===== src/rtl/cvbus_ctrl.sv =====
module cvbus_ctrl #(
  parameter int SYS_CLK_KHZ = 100000,
  parameter int WAKE_NS     = 2400,
  parameter int CLK_HALF    = 4
) (
  input  logic       clk,
  input  logic       rst_n,
  input  logic [1:0] mode_req,
  input  logic       tx_valid,
  input  logic [6:0] tx_data,
  output logic       tx_ready,
  output logic       rx_valid,
  output logic [4:0] rx_data,
  output logic       ready,
  output logic       cv_clk,
  output logic       cv_txen,
  output logic       cv_rxen,
  output logic [6:0] bus_out,
  output logic       bus_oe_lo,
  input  logic [4:0] bus_in
);

  localparam longint WAKE_PROD = longint'(WAKE_NS) * longint'(SYS_CLK_KHZ);
  localparam int WAKE_RAW = int'((WAKE_PROD + 64'd999999) / 64'd1000000);
  localparam int WAKE_CYC = (WAKE_RAW < 1) ? 1 : WAKE_RAW;
  localparam int WW = $clog2(WAKE_CYC + 1);
  localparam int DW = $clog2(CLK_HALF + 1);
  localparam logic [1:0] MD_SHUT = 2'b00;
  localparam logic [1:0] MD_TX   = 2'b01;
  localparam logic [1:0] MD_RX   = 2'b10;

  typedef enum logic [1:0] {S_SHUT, S_TURN, S_WAKE, S_ACT} state_t;

  state_t        state;
  logic [1:0]    tgt;
  logic [1:0]    want;
  logic [WW-1:0] wcnt;
  logic [DW-1:0] div;
  logic          pend;
  logic [6:0]    pdata;
  logic          first;
  logic          rise_evt, fall_evt, on;

  assign want     = (mode_req == 2'b11) ? MD_SHUT : mode_req;
  assign on       = (state == S_WAKE) || (state == S_ACT);
  assign cv_txen  = on && (tgt == MD_TX);
  assign cv_rxen  = on && (tgt == MD_RX);
  assign ready    = (state == S_ACT);
  assign tx_ready = ready && (tgt == MD_TX) && !pend;
  assign rise_evt = (div == DW'(CLK_HALF - 1)) && !cv_clk;
  assign fall_evt = (div == DW'(CLK_HALF - 1)) && cv_clk;

  always_ff @(posedge clk or negedge rst_n) begin
    if (!rst_n) begin
      div    <= '0;
      cv_clk <= 1'b0;
    end else if (div == DW'(CLK_HALF - 1)) begin
      div    <= '0;
      cv_clk <= ~cv_clk;
    end else begin
      div <= div + 1'b1;
    end
  end

  always_ff @(posedge clk or negedge rst_n) begin
    if (!rst_n) begin
      state     <= S_SHUT;
      tgt       <= MD_SHUT;
      wcnt      <= '0;
      bus_oe_lo <= 1'b1;
      bus_out   <= '0;
      pend      <= 1'b0;
      pdata     <= '0;
      first     <= 1'b0;
      rx_valid  <= 1'b0;
      rx_data   <= '0;
    end else begin
      rx_valid <= 1'b0;
      if (want != tgt) begin
        tgt       <= want;
        state     <= S_TURN;
        bus_oe_lo <= 1'b0;
        bus_out   <= '0;
        pend      <= 1'b0;
        wcnt      <= '0;
      end else begin
        case (state)
          S_TURN: begin
            if (tgt == MD_SHUT) begin
              state     <= S_SHUT;
              bus_oe_lo <= 1'b1;
            end else begin
              state <= S_WAKE;
              wcnt  <= '0;
            end
          end
          S_SHUT: begin
            bus_oe_lo <= 1'b1;
            bus_out   <= '0;
          end
          S_WAKE: begin
            if (cv_txen) bus_oe_lo <= 1'b1;
            if (wcnt == WW'(WAKE_CYC - 1)) begin
              state <= S_ACT;
              first <= 1'b1;
            end else begin
              wcnt <= wcnt + 1'b1;
            end
          end
          S_ACT: begin
            if (tgt == MD_TX) begin
              if (rise_evt) begin
                bus_out <= pend ? pdata : 7'd0;
                if (pend) pend <= 1'b0;
              end
              if (tx_valid && tx_ready) begin
                pend  <= 1'b1;
                pdata <= tx_data;
              end
            end else if (fall_evt) begin
              if (first) first <= 1'b0;
              else begin
                rx_valid <= 1'b1;
                rx_data  <= bus_in;
              end
            end
          end
          default: state <= S_SHUT;
        endcase
      end
    end
  end

  AST_ENABLES_EXCLUSIVE: assert property (@(posedge clk) disable iff (!rst_n)
    !(cv_txen && cv_rxen));
  AST_RX_BUS_RELEASED: assert property (@(posedge clk) disable iff (!rst_n)
    cv_rxen |-> !bus_oe_lo);
  AST_RX_GAP_BEFORE: assert property (@(posedge clk) disable iff (!rst_n)
    $rose(cv_rxen) |-> $past(!bus_oe_lo));
  AST_TX_DRIVE_AFTER_EN: assert property (@(posedge clk) disable iff (!rst_n)
    (bus_oe_lo && cv_txen) |-> $past(cv_txen));
  AST_TX_BUS_ON_RISE: assert property (@(posedge clk) disable iff (!rst_n)
    (cv_txen && $past(cv_txen) && !$stable(bus_out)) |-> $rose(cv_clk));
  AST_NO_RX_BEFORE_READY: assert property (@(posedge clk) disable iff (!rst_n)
    rx_valid |-> (ready && cv_rxen));
  AST_NO_TX_BEFORE_READY: assert property (@(posedge clk) disable iff (!rst_n)
    tx_ready |-> (ready && cv_txen));
  AST_SHUT_PINS_LOW: assert property (@(posedge clk) disable iff (!rst_n)
    (!cv_txen && !cv_rxen && bus_oe_lo) |-> (bus_out == 7'd0 && !ready));

endmodule


===== config.mk =====
export PLATFORM = sky130hd
export DESIGN_NAME = cvbus_ctrl
export DESIGN_NICKNAME = d
export VERILOG_FILES = /design/src/rtl/cvbus_ctrl.sv
export SDC_FILE = /design/constraint.sdc
export NUM_CORES = 1
export LEC_CHECK = 0
export ABC_AREA = 0
export BUFFER_PORTS_ARGS = -buffer_cell sky130_fd_sc_hd__clkbuf_2
export CORE_MARGIN = 3
export CORE_UTILIZATION = 30
export CTS_CLUSTER_SIZE = 30
export DETAILED_ROUTE_END_ITERATION = 10
export HOLD_SLACK_MARGIN = 0.02
export PLACE_DENSITY_LB_ADDON = 0.15
export SLEW_MARGIN = 20
export SYNTH_ARGS = -nofsm -noshare
export SYNTH_HDL_FRONTEND = slang
export SYNTH_SLANG_ARGS = --single-unit

===== constraint.sdc =====
create_clock -name clk -period 3.6 [get_ports clk]
set_input_delay 0.54 -clock clk [delete_from_list [all_inputs] [get_ports clk]]
set_output_delay 0.54 -clock clk [all_outputs]
set_load 0.02 [all_outputs]

==> results of run 1 <==
synthesized netlist by cell type, types with 2 or more instances:
library cell	count
ha_1	2
o22ai_1	2
dfrtp_1	38
clkbuf_1	2
o31ai_1	6
a21oi_1	3
a22o_1	7
nand2_1	9
mux2_2	12
inv_1	5
and3_1	4
nor2b_1	2
and2b_2	2
nand3_1	6
o21ai_0	8
nand2b_1	6
nor3_1	5
xnor2_1	3
nor2_1	8
through the flow:
| stage | hold WS, ns | utilization | setup WS [ns] | total power [mW] | cell area (um2) |
|---|---|---|---|---|---|
| 4_1_cts | 0.436 | 0.377 | 1.45 | 0.863 | 2130 |
| 6_report | 0.357 | 0.377 | 1.47 | 0.848 | 2130 |
| 3_5_place_dp | 0.424 | 0.362 | 1.14 | 0.561 | 2040 |
| 2_1_floorplan | 0.244 | - | 1.49 | 0.524 | 1780 |
| 5_1_grt | 0.442 | 0.377 | 1.33 | 0.894 | 2130 |
| 3_3_place_gp | 0.421 | 0.362 | 1.24 | 0.559 | 2040 |
state kept, by name, summed over array words and instances (netlist names):
register   cells
rx_valid       1
first          1
bus_out        7
pdata          7
div            3
pend           1
bus_oe_lo      1
state          2
tgt            2
wcnt           8
rx_data        5
cv_clk         1
where the power goes:
group          total (mW)  internal [mW]  switching [mW]
clock               0.298          0.135           0.163
sequential          0.466          0.454          0.0122
combinational      0.0845         0.0325          0.0520
total               0.848          0.621           0.227
final timing paths:
path,from,end,slack (ns),depth (start not counted)
setup / recovery,tgt[0],rx_data[4],1.47,4
hold / removal,rst_n,wcnt[7],0.36,1
setup reg to reg,tgt[0],rx_data[4],1.47,4
hold reg to reg,div[0],div[0],0.45,1
max in group asynchronous,rst_n,state[0],2.69,1
min in group clk,div[0],div[0],0.45,1
metal layers:
layer	GRT usage	part of all wire
met1	0.151	0.46
met2	0.181	0.47
met3	0.0476	0.054
met4	0.0431	0.012
met5	0	0
kinds of logic after synthesis:
logic type	synth area share
multiplexers	0.0758
AND/OR/NAND/NOR	0.191
adder cells (fa/ha/maj)	0.0140
buffers and inverters	0.0147
XOR/XNOR	0.0147
flip-flops	0.548
AO/OA/AOI/OAI	0.142
area by class of cell:
type / instances / area, um2
clock inverters: 3 / 20.0
well taps: 72 / 90.1
clock buffers: 5 / 68.8
fillers: 562 / 3510
inverters: 5 / 18.8
multi-input cells: 107 / 779
flip-flops and latches: 39 / 977
repair buffers: 35 / 175
critical path, delay by kind of cell, from the launching register on:
| kind | cells | cell delay [ns] |
|---|---|---|
| flip-flops | 1 | 0.46 |
| AND/OR/NAND/NOR | 2 | 1.04 |
| multiplexers | 1 | 0.41 |
| AO/OA/AOI/OAI | 1 | 0.11 |
==> impl_metrics.json, run 1 <==
{
  "port_buffers": 35,
  "clkTransAtPathRegs_ns": 0.08,
  "grt_pass1_vias": 1369,
  "synth-edff-count": 0,
  "timing.fmax_ghz": 0.470,
  "synthFlopType": "dfrtp_1",
  "netlist.top_cell.by_area": "dfrtp_1",
  "grtUsageTotal": 0.118,
  "cts_setup_buffers": 0,
  "final_common_cell": "dfrtp_1",
  "yosys_warnings": 0,
  "num_rows": 27,
  "rsz0062_at_grt": "no",
  "vias": 1318,
  "cts_max_path_buffers": 2,
  "grt_max_degree": 40,
  "diodes": 0,
  "ios": 36,
  "start_kind": "flip-flop",
  "hold_path_class": "in -> async",
  "avgSynthCellArea_um2": 11.7,
  "drtAntennaViolNets": 0,
  "antenna_found_initial": 0,
  "coreArea_um2": 5640,
  "worst_ep_required_time_ns": 3.78,
  "place_inst": 258,
  "cts_tree": "yes",
  "syn_nets": 172,
  "cts_resized": 0,
  "fp.dieH_um": 83.1,
  "power_density_nw_per_um2": 398,
  "dieArea_um2": 6900,
  "viasPerCell": 4.95,
  "hold_viol_final": 0,
  "fin_skew_ns": 0.00496,
  "cp-end-kind": "flip-flop",
  "synthTopCellsByArea": "dfrtp_1 (53%), mux2_2 (7.6%), a22o_1 (3.4%), o31ai_1 (2.5%), o21ai_0 (2.2%)",
  "slew_violations": 0,
  "detail_route.wl_per_cell_um": 14.0,
  "cp_max_fo": 10,
  "crit_chain": "and4bb_1 > a211oi_4 > nor4_2 > mux2_2",
  "gp_congestion": 0.848,
  "critical-path-slowest-cell": "nor4_2",
  "synth_seq_area_share": 0.548,
  "syn_inst": 153,
  "synth_top_area_frac": 0.533,
  "grt_overflow_total": 0,
  "synth_area_um2": 1780,
  "wl_um": 3730,
  "period_needed_ns": 2.13,
  "final_cell_mix": "dfrtp_1 (38), clkbuf_2 (34), mux2_2 (12), nand2_1 (9)",
  "insertion_delay_ns": 0.29,
  "layout-drive-gt1-share": 0.340,
  "min_period_over_period": 0.591,
  "yosys.cell_types.count": 42,
  "cts.sinks": 39,
  "ys_ff_latch": 39,
  "status": "complete, no violations",
  "maxCapViolCount": 0,
  "drt-initial-drc-count": 62,
  "holdBufCountCts": 0,
  "synthToLayoutAreaGrowth_pct": 19.4,
  "fin_tns_setup_ns": 0,
  "path_class": "reg -> reg",
  "cts_max_level": 2,
  "cp_slowest_stage_delay_ns": 0.67,
  "fp.dieW_um": 83.1,
  "drt-pass1-iter-count": 4,
  "crit_arrival_ns": 2.31,
  "initial_core_util": 0.316,
  "route.detailed.drc": 0,
  "stdcell_count": 266,
  "hpwlAfterDp_um": 2770,
  "setup_violations": 0,
  "fin_nets": 212,
  "async_flop_share": 1.00,
  "power_leakage_nw": 1.03,
  "relSlewSlack": 0.421,
  "worst_pin_slew_ns": 0.868,
  "ir_drop_v": 0.000193,
  "cts-root-buf": "clkbuf_8",
  "cts_buffers": 5,
  "grt_pass1_wl_um": 6580
}
(Power assumes the default switching activity.)
==> run 2, diff against run 1 <==
==> constraint.sdc (replaced) <==
create_clock -name clk -period 1.8 [get_ports clk]
set_input_delay 0.27 -clock clk [delete_from_list [all_inputs] [get_ports clk]]
set_output_delay 0.27 -clock clk [all_outputs]
set_load 0.02 [all_outputs]
==> impl_metrics.json, run 2 (synthesis gave the netlist of run 1 again) <==
{
  "grtUsageTotal": 0.129,
  "vias": 1498,
  "grt_pass1_wl_um": 7380,
  "dieArea_um2": 6900,
  "diodes": 0,
  "rsz0062_at_grt": "yes",
  "holdWs_ns": 0.0242,
  "drt-initial-drc-count": 28,
  "hold_path_class": "in -> async",
  "place_inst": 286,
  "cts.sinks": 39,
  "final_common_cell": "dfrtp_1",
  "drtAntennaViolNets": 0,
  "path_class": "reg -> reg",
  "grt_use_met3": 0.0377,
  "route.detailed.drc": 0,
  "cts-root-buf": "clkbuf_8",
  "fin_skew_ns": 0.00600,
  "cp-end-kind": "flip-flop",
  "ir_drop_v": 0.000657,
  "setup_violations": 7,
  "final_cell_mix": "dfrtp_1 (37), clkbuf_2 (35), buf_4 (31), nand2_1 (8)",
  "power_density_nw_per_um2": 785,
  "detail_route.wl_per_cell_um": 13.9,
  "fin_nets": 248,
  "drt-pass1-iter-count": 4,
  "gp_congestion": 0.853,
  "final_util": 0.460,
  "hold_viol_final": 0,
  "grt_overflow_total": 0,
  "reg_top3": "wcnt (8), bus_out (7), pdata (7)",
  "crit_arrival_ns": 2.03,
  "hpwlAfterDp_um": 3060,
  "insertion_delay_ns": 0.29,
  "num_rows": 27,
  "grt.met1_usage": 0.164,
  "status": "finished with violations",
  "r2r_cells": 6,
  "power_leakage_nw": 1.25,
  "cts_max_level": 2,
  "period_needed_ns": 1.85,
  "fin_total_pwr_mw": 2.04,
  "wl_um": 4200,
  "violations": "negative setup slack",
  "synthToLayoutAreaGrowth_pct": 45.6,
  "layout-drive-gt1-share": 0.522,
  "top_register": "wcnt",
  "preCtsSetupSlack_ns": -0.168,
  "rrSetupSlack_ns": -0.05,
  "relSlewSlack": 0.673,
  "coreArea_um2": 5640,
  "fp.dieH_um": 83.1,
  "cts_buffers": 5,
  "start_kind": "flip-flop",
  "worst_ep_required_time_ns": 1.97,
  "grt_max_degree": 40,
  "use_met2": 0.210,
  "stdcell_count": 302,
  "worst_pin_slew_ns": 0.490,
  "fp.dieW_um": 83.1,
  "reg2reg_from": "tgt[1]",
  "holdBufCountCts": 0,
  "grt_pass1_vias": 1551,
  "slew_violations": 0,
  "timing.final.ws_setup_ns": -0.0513,
  "cts_max_path_buffers": 2,
  "antenna_found_initial": 0,
  "reg2reg_to": "wcnt[6]",
  "timing.fmax_ghz": 0.540,
  "largest_reg_flops": 8,
  "top_usage_layer": "met2",
  "clkTransAtPathRegs_ns": 0.08,
  "maxCapViolCount": 0,
  "min_period_over_period": 1.03,
  "port_buffers": 35,
  "cp_max_fo": 7,
  "ios": 36,
  "initial_core_util": 0.316,
  "viasPerCell": 4.96,
  "cts_tree": "yes"
}
-- run 2: cell types whose count changed in the layout (fill, tap and decap cells not counted), moves of 3 or more --
cell,before,now
mux2_2,12,7
o21ai_1,0,5
buf_4,0,31
nand3_2,0,3
mux2_4,0,5
nand3_1,6,3
nor2_1,8,5
buf_6,0,4
o21ai_0,8,2
-- run 2: worst max path at each step --
stage / from / end / depth (start not counted)
6_report: tgt[1] / wcnt[6] / 6
5_1_grt: wcnt[0] / wcnt[4] / 7
4_1_cts: wcnt[0] / wcnt[4] / 7
3_5_place_dp: mode_req[1] / wcnt[6] / 6
3_3_place_gp: mode_req[1] / wcnt[6] / 6
2_1_floorplan: tgt[0] / wcnt[6] / 5
-- run 2: area by class of cell --
| cell class | instances | area [um2] |
|---|---|---|
| Sequential cell | 39 | 978 |
| Tap cell | 72 | 90.1 |
| Timing Repair Buffer | 71 | 473 |
| Fill cell | 528 | 3050 |
| Multi-Input combinational cell | 107 | 903 |
| Clock buffer | 6 | 72.6 |
| Inverter | 5 | 18.8 |
| Clock inverter | 2 | 60.1 |
-- run 2: repair_timing --
| item | CTS | global route |
|---|---|---|
| pin swaps | 8 | 7 |
| gates resized for setup | 12 | 25 |
| hold endpoints to repair | 0 | 0 |
| setup endpoints to repair | 20 | 30 |
| buffers inserted | 6 | 2 |
-- run 2: metal layers --
layer,wire (um),share of wire,up-vias
met5,0,0,-
met4,29,0.0069,0
met1,1880,0.45,749
li1,-,-,722
met2,2150,0.51,23
met3,143,0.034,4
-- run 2: where the power goes --
group	internal [mW]	switching, mW
clock	0.554	0.305
sequential	0.908	0.0261
combinational	0.114	0.130
-- run 2: critical path, cell delays in order, from the launching register on --
cell and delay, ns:
dfrtp_1 0.42, and4bb_2 0.31, a211oi_4 0.22, buf_6 0.18, nor3_4 0.06, or2_4 0.24, a221o_1 0.31
-- run 2: metrics by stage --
| step | cell area [um2] | setup TNS, ns |
|---|---|---|
| 2_1_floorplan | 1790 | -0.235 |
| 3_3_place_gp | 2270 | -0.584 |
| 3_5_place_dp | 2270 | -2.25 |
| 4_1_cts | 2490 | -0.820 |
| 5_1_grt | 2600 | -1.21 |
| 6_report | 2600 | -0.201 |
